## config.mk

```make
export PLATFORM = sky130hd
export DESIGN_NAME = trig_conv_seq
export DESIGN_NICKNAME = d
export VERILOG_FILES = /design/src/rtl/tcs_pkg.sv /design/src/rtl/tcs_clkdiv.sv /design/src/rtl/tcs_prio.sv /design/src/rtl/trig_conv_seq.sv
export SDC_FILE = /design/constraint.sdc
export NUM_CORES = 1
export LEC_CHECK = 0
export BUFFER_PORTS_ARGS = -buffer_cell sky130_fd_sc_hd__buf_2
export CORE_MARGIN = 4
export CORE_UTILIZATION = 48
export DETAILED_ROUTE_END_ITERATION = 8
export MAX_ROUTING_LAYER = met4
export PLACE_DENSITY = 0.66
export SETUP_SLACK_MARGIN = 0.1
export SYNTH_ARGS = -nofsm -noshare
export SYNTH_HDL_FRONTEND = slang
export SYNTH_HIERARCHICAL = 1
export SYNTH_SLANG_ARGS = --single-unit
```

## constraint.sdc

```tcl
create_clock -name clk -period 9.8 [get_ports clk]
set_input_delay 0.49 -clock clk [delete_from_list [all_inputs] [get_ports clk]]
set_output_delay 0.49 -clock clk [all_outputs]
set_load 0.01 [all_outputs]
```

## src/rtl/tcs_pkg.sv

```systemverilog
package tcs_pkg;
  typedef enum logic {ST_IDLE, ST_RUN} tcs_state_t;

  // register map; result addresses follow the slot index
  localparam int A_RES  = 8;
  localparam int A_CFG  = 16;
  localparam int A_MODE = 17;
  localparam int A_STAT = 18;

  // field positions in the configuration word
  localparam int CF_LONG  = 4;
  localparam int CF_DIV   = 5;
  localparam int CF_SSEL  = 8;
  localparam int CF_HWTRG = 13;
  localparam int MD_CONT  = 6;
  localparam int SL_IEN   = 7;
  localparam int ST_BUSY  = 15;

  // sample phase length in converter clocks
  function automatic logic [4:0] samp_len(input logic long_s, input logic [1:0] sel);
    samp_len = long_s ? (5'd12 + {1'b0, sel, 2'b00}) : (5'd2 + {2'b00, sel, 1'b0});
  endfunction
endpackage

```

## src/rtl/tcs_clkdiv.sv

```systemverilog
module tcs_clkdiv #(
  parameter int DIV_W = 2,
  localparam int CNT_W = (1 << DIV_W) - 1
) (
  input  logic             clk,
  input  logic             rst_n,
  input  logic             clear,
  input  logic [DIV_W-1:0] div_sel,
  output logic             tick
);
  logic [CNT_W-1:0] cnt;
  logic [CNT_W-1:0] lim;

  assign lim  = (CNT_W'(1) << div_sel) - CNT_W'(1);
  assign tick = !clear && (cnt == lim);

  always_ff @(posedge clk or negedge rst_n) begin
    if (!rst_n)              cnt <= '0;
    else if (clear || tick)  cnt <= '0;
    else                     cnt <= cnt + CNT_W'(1);
  end

  // a divided clock never ticks on two adjacent cycles
  a_r4_tick_gap: assert property (@(posedge clk) disable iff (!rst_n)
    (tick && div_sel != '0) |=> !tick);
endmodule

```

## src/rtl/tcs_prio.sv

```systemverilog
module tcs_prio #(
  parameter int N = 8,
  localparam int IW = (N > 1) ? $clog2(N) : 1
) (
  input  logic [N-1:0]  req,
  output logic [N-1:0]  gnt,
  output logic [IW-1:0] gnt_idx,
  output logic          any
);
  always_comb begin
    gnt     = '0;
    gnt_idx = '0;
    any     = 1'b0;
    for (int i = 0; i < N; i++) begin
      if (req[i] && !any) begin
        gnt[i]  = 1'b1;
        gnt_idx = IW'(i);
        any     = 1'b1;
      end
    end
  end
endmodule

```

## src/rtl/trig_conv_seq.sv

```systemverilog
module trig_conv_seq #(
  parameter int NSLOT    = 8,
  parameter int CH_W     = 5,
  parameter int DW       = 12,
  parameter int RES_BITS = 12,
  parameter int AW       = 5,
  parameter int RW       = 16
) (
  input  logic             clk,
  input  logic             rst_n,
  input  logic             wr_en,
  input  logic [AW-1:0]    wr_addr,
  input  logic [RW-1:0]    wr_data,
  input  logic             rd_en,
  input  logic [AW-1:0]    rd_addr,
  output logic [RW-1:0]    rd_data,
  input  logic [NSLOT-1:0] hw_trig,
  output logic [CH_W-1:0]  conv_chan,
  input  logic [DW-1:0]    conv_data,
  output logic             busy,
  output logic             irq
);
  import tcs_pkg::*;

  localparam int IW   = (NSLOT > 1) ? $clog2(NSLOT) : 1;
  localparam int LAT  = RES_BITS + 2;
  localparam int PH_W = $clog2(24 + LAT + 1);
  localparam logic [CH_W-1:0] CH_OFF = '1;

  tcs_state_t        state;
  logic [CH_W-1:0]   chan_q [NSLOT];
  logic [NSLOT-1:0]  ien_q;
  logic [DW-1:0]     res_q  [NSLOT];
  logic [NSLOT-1:0]  flags, pending;
  logic [RW-1:0]     cfg_q;
  logic              cont_q;
  logic [IW-1:0]     cur_idx;
  logic [CH_W-1:0]   cur_chan;
  logic [PH_W-1:0]   phase, total;
  logic [NSLOT-1:0]  set_v, clr_v, wr_slot, rd_clr, gnt;
  logic [IW-1:0]     gnt_idx;
  logic              any_pend, start, tick, cap, hw_mode;

  assign hw_mode = cfg_q[CF_HWTRG];
  assign total   = PH_W'(samp_len(cfg_q[CF_LONG], cfg_q[CF_SSEL+:2])) + PH_W'(LAT);
  assign start   = (state == ST_IDLE) && any_pend;
  assign cap     = (state == ST_RUN) && tick && (phase == total - PH_W'(1));
  assign busy    = (state == ST_RUN);
  assign conv_chan = cur_chan;
  assign irq     = |(flags & ien_q);

  tcs_clkdiv #(.DIV_W(2)) u_div (
    .clk(clk), .rst_n(rst_n), .clear(state == ST_IDLE),
    .div_sel(cfg_q[CF_DIV+:2]), .tick(tick));

  tcs_prio #(.N(NSLOT)) u_prio (
    .req(pending), .gnt(gnt), .gnt_idx(gnt_idx), .any(any_pend));

  // per-slot decode of writes, reads and trigger arming
  for (genvar i = 0; i < NSLOT; i++) begin : g_slot
    assign wr_slot[i] = wr_en && (wr_addr == AW'(i));
    assign rd_clr[i]  = rd_en && (rd_addr == AW'(A_RES + i));
    if (i == 0) begin : g_sw
      assign set_v[i] = (hw_trig[i] && hw_mode && chan_q[i] != CH_OFF)
                     || (wr_slot[i] && !hw_mode && wr_data[CH_W-1:0] != CH_OFF)
                     || (cap && cont_q && cur_idx == IW'(i));
    end else begin : g_hw
      assign set_v[i] = (hw_trig[i] && hw_mode && chan_q[i] != CH_OFF)
                     || (cap && cont_q && cur_idx == IW'(i));
    end
  end
  assign clr_v = start ? gnt : '0;

  always_ff @(posedge clk or negedge rst_n) begin
    if (!rst_n) begin
      cfg_q  <= RW'(16'h0200);
      cont_q <= 1'b0;
      ien_q  <= '0;
      for (int i = 0; i < NSLOT; i++) chan_q[i] <= CH_OFF;
    end else if (wr_en) begin
      if (wr_addr == AW'(A_CFG))  cfg_q  <= wr_data;
      if (wr_addr == AW'(A_MODE)) cont_q <= wr_data[MD_CONT];
      for (int i = 0; i < NSLOT; i++) begin
        if (wr_slot[i]) begin
          chan_q[i] <= wr_data[CH_W-1:0];
          ien_q[i]  <= wr_data[SL_IEN];
        end
      end
    end
  end

  always_ff @(posedge clk or negedge rst_n) begin
    if (!rst_n) begin
      state    <= ST_IDLE;
      cur_idx  <= '0;
      cur_chan <= CH_OFF;
      phase    <= '0;
      pending  <= '0;
    end else begin
      pending <= (pending & ~clr_v) | set_v;
      if (start) begin
        state    <= ST_RUN;
        cur_idx  <= gnt_idx;
        cur_chan <= chan_q[gnt_idx];
        phase    <= '0;
      end else if (state == ST_RUN && tick) begin
        if (cap) state <= ST_IDLE;
        else     phase <= phase + PH_W'(1);
      end
    end
  end

  always_ff @(posedge clk or negedge rst_n) begin
    if (!rst_n) begin
      flags <= '0;
      for (int i = 0; i < NSLOT; i++) res_q[i] <= '0;
    end else begin
      for (int i = 0; i < NSLOT; i++) begin
        if (cap && cur_idx == IW'(i)) begin
          res_q[i] <= conv_data;
          flags[i] <= 1'b1;
        end else if (rd_clr[i]) begin
          flags[i] <= 1'b0;
        end
      end
    end
  end

  always_comb begin
    rd_data = '0;
    for (int i = 0; i < NSLOT; i++) begin
      if (rd_addr == AW'(i)) begin
        rd_data[CH_W-1:0] = chan_q[i];
        rd_data[SL_IEN]   = ien_q[i];
      end
      if (rd_addr == AW'(A_RES + i)) rd_data[DW-1:0] = res_q[i];
    end
    if (rd_addr == AW'(A_CFG))  rd_data = cfg_q;
    if (rd_addr == AW'(A_MODE)) rd_data[MD_CONT] = cont_q;
    if (rd_addr == AW'(A_STAT)) begin
      rd_data[NSLOT-1:0] = flags;
      rd_data[ST_BUSY]   = busy;
    end
  end

  // the slot started is pending and no lower slot is waiting
  a_r10_lowest_first: assert property (@(posedge clk) disable iff (!rst_n)
    start |-> (pending[gnt_idx] && ((pending & ((NSLOT'(1) << gnt_idx) - NSLOT'(1))) == '0)));
  // a flag only rises at the edge that captured a result
  a_r7_flag_on_capture: assert property (@(posedge clk) disable iff (!rst_n)
    ((flags & ~$past(flags)) != '0) |-> $past(cap));
  // a running conversion never passes its total length
  a_r6_phase_bound: assert property (@(posedge clk) disable iff (!rst_n)
    busy |-> (phase < total));
  // a result read without a same-cycle capture leaves the flag clear
  a_r9_read_clears: assert property (@(posedge clk) disable iff (!rst_n)
    (rd_clr != '0 && !cap) |=> ((flags & $past(rd_clr)) == '0));
endmodule

```

==> qor.yml <==
status:
  status: "finished, final reports clean"
detailed_routing:
  drt_first_pass_iters: 6
  drt_iter0_drc: 727
  antenna_left: 0
  routed-wl-met3_microns: 2421
  via_count: 7846
  drt_wl_total_microns: 29830
  vias_per_cell: 6.394
  highest_layer: "met4"
  drcViolationCount: 0
  wl_met1_microns: 13440
  dr_wl_met2_microns: 13160
  wire_per_inst_microns: 24.31
global_routing:
  grt_max_degree: 116
  grt_overflow_total: 0
  globalRouteTotalUtil_pct: 26.05
  grt_pass1_vias: 7723
  antenna_found_initial: 0
  grt_first_pass_wirelength_microns: 46410
die:
  die_x_microns: 154.2
  io_pins: 73
  initial_core_util_pct: 48.81
  dieArea_sq_um: 23780
  rows: 53
  die_y_microns: 154.2
  core_sq_um: 21020
sta:
  finalSetupViolCount: 0
  rsz0062_at_grt: "false"
  fmax_ghz: 0.2342
  timing.final.crit_share_pct: 43.58
  relSlewSlack_pct: 14.19
  final_max_slew_viol_count: 0
  worst_pin_slew_ns: 1.282
  hold_viol: 0
  tns_ns: 0
  finClkSkew_ns: 0.009991
  period_minus_slack_ns: 4.271
critical_path:
  path_delay_family: "simple AND/OR/NAND/NOR gates"
  crit_path_cell_trace: "inv_1 > ha_1 > nand2b_1 > and2_1 > ha_1 > xnor2_1 > or3_1 > a221oi_4 > nand4b_1 > mux2_2"
  cp.required_ns: 10.13
  critPathMaxStageDelay_ns: 1.00
  critical_path_depth: 10
  path_max_fanout: 19
  crit_buf_inv: 1
  worstSetupPathType: "register to register"
  crit_top_cell: "ha_1"
  worstSetupStartpointType: "register"
  cp-end-kind: "register"
  worstRegToRegCells: 10
  cp_slowest_cell: "nand4b_1"
  arrival_ns: 4.60
power:
  power_mw: 2.281
  vdd_drop_max_mv: 0.1086
  cellPowerDensity_nw_per_um2: 199.4
  p_leak_nw: 4.870
layout:
  fillers: 1864
  antenna_cells: 0
  drive_gt1_share_pct: 37.18
  finish.utilization_pct: 54.43
  area_delta_synth_final_pct: 11.51
  num-nets-final: 994
  regArea_sq_um: 4937
  fin_area_sq_um: 11440
  multi_input_area_sq_um: 5052
min_path:
  min_path_type: "input pin to async pin"
cts:
  ctsResizeCount: 0
  htreeDepth: 4
  cts.path.max_buffers: 2
  cts-root-buf: "clkbuf_16"
  cts_buffers: 17
  cts.sinks: 195
  clkTransAtPathRegs_ns: 0.08
  clk_latency_ns: 0.45
  hold_buffers: 0
  cts_setup_buffers: 0
  cts_tree: "yes"
yosys:
  yosys_register_bits: 195
  syn_inst: 894
  syn_nets: 949
  async_flop_share_pct: 100.0
  synth.avg_cell_area_sq_um: 11.48
  yosysWarnings: 6
  synth-seq-area-share_pct: 48.12
  synth_top_flop_cell: "dfrtp_1"
  synth.distinct_cells: 71
  synth_edf_count: 0
  syn-cell-area_sq_um: 10260
placement:
  dp_hpwl_microns: 20880
  finalWeightedCongestion: 0.9486
  place_area_sq_um: 10830
  port_buffers: 72
flow_run:
  drv_cap: 0
-- worst register-to-register path, stage by stage, from the launching register on --
cell and delay, ns:
dfstp_2 0.55, inv_1 0.06, ha_1 0.32, nand2b_1 0.09
and2_1 0.17, ha_1 0.18, xnor2_1 0.14, or3_1 0.39
a221oi_4 0.62, nand4b_1 1.01, mux2_2 0.64
-- per-stage QoR --
step	cells	setup WS [ns]	hold slack (ns)
2_1_floorplan	894	6.635	0.1944
3_3_place_gp	1195	5.694	0.4798
3_5_place_dp	1195	5.560	0.4881
4_1_cts	1227	5.548	0.1879
5_1_grt	1227	5.384	0.2110
6_report	1227	5.530	0.1143
-- cell type report --
cell class | instances | area share, %
Inverter | 13 | 0.4265
Multi-Input combinational cell | 630 | 44.16
Sequential cell | 195 | 43.15
Clock inverter | 15 | 1.651
Clock buffer | 17 | 3.718
Timing Repair Buffer | 82 | 3.882
Tap cell | 275 | 3.007
-- cells in the final DEF, fill, tap and decap left out, drive strengths merged, types with 12 or more instances in the layout --
cell	count
buf	81
and3	19
nand3	30
o21ai	35
nor2	39
nand2b	16
clkbuf	18
nand2	67
mux2	166
a21oi	33
mux2i	12
dfstp	46
inv	21
a32oi	17
mux4	16
dfrtp	149
-- synthesized netlist by cell type, types with 5 or more instances --
master,count,share of area (%)
nand2b_1,16,0.98
a2bb2oi_1,5,0.43
mux2_2,166,18
mux4_2,16,3.5
dfrtp_1,149,36
o31ai_1,6,0.44
nand2_1,67,2.5
o21ai_0,35,1.7
a22oi_1,10,0.73
o22ai_1,10,0.61
nand3b_1,7,0.51
inv_1,12,0.44
ha_1,5,0.61
nor3b_1,7,0.51
nand3_1,30,1.5
and3b_1,5,0.43
and2_1,5,0.30
mux2i_1,12,1.2
nor3_1,10,0.49
nand4_1,6,0.37
clkbuf_1,47,1.7
nor4_1,5,0.30
a21o_1,8,0.59
nor2_1,39,1.4
buf_2,6,0.29
a21oi_1,32,1.6
nor2b_1,11,0.67
dfstp_2,46,12
a32oi_1,17,1.5
and3_1,18,1.1
-- kinds of logic after synthesis --
| group | Yosys count | synth area share [%] |
|---|---|---|
| simple gates | 246 | 12.90 |
| fa+ha+maj | 5 | 0.6098 |
| compound gates | 182 | 12.57 |
| flops | 195 | 48.12 |
| buf+inv | 69 | 2.634 |
| xor+xnor | 3 | 0.2561 |
| mux | 194 | 22.90 |
-- layer usage --
layer	vias up	global-route usage, %
met3	58	5.764
met5	-	-
met4	0	7.653
met1	3954	37.11
li1	3453	-
met2	381	37.73
-- power by group --
part	switching, mW	internal [mW]	leakage, nW	total, mW
Combinational	0.210	0.222	2.22	0.432
Sequential	0.147	0.969	2.35	1.12
Clock	0.343	0.390	0.302	0.733
Total	0.700	1.58	4.87	2.28
-- final timing paths --
path,startpoint,to,slack [ns]
setup / recovery,cfg_q[9],res_q[59],5.53
hold / removal,rst_n,res_q[82],0.11
setup reg to reg,cfg_q[9],res_q[59],5.53
hold reg to reg,res_q[69],res_q[69],0.51
max in group asynchronous,rst_n,phase[4],8.12
min in group clk,wr_data[5],cfg_q[5],0.28
-- sequential cells by signal, indices dropped and copies added (netlist names) --
register   count
cont_q         1
cfg_q         16
u_div/cnt      3
pending        8
busy           1
flags          8
conv_chan      5
phase          6
cur_idx        3
res_q         96
ien_q          8
chan_q        40
No activity file was read; power rests on OpenSTA's default activity.
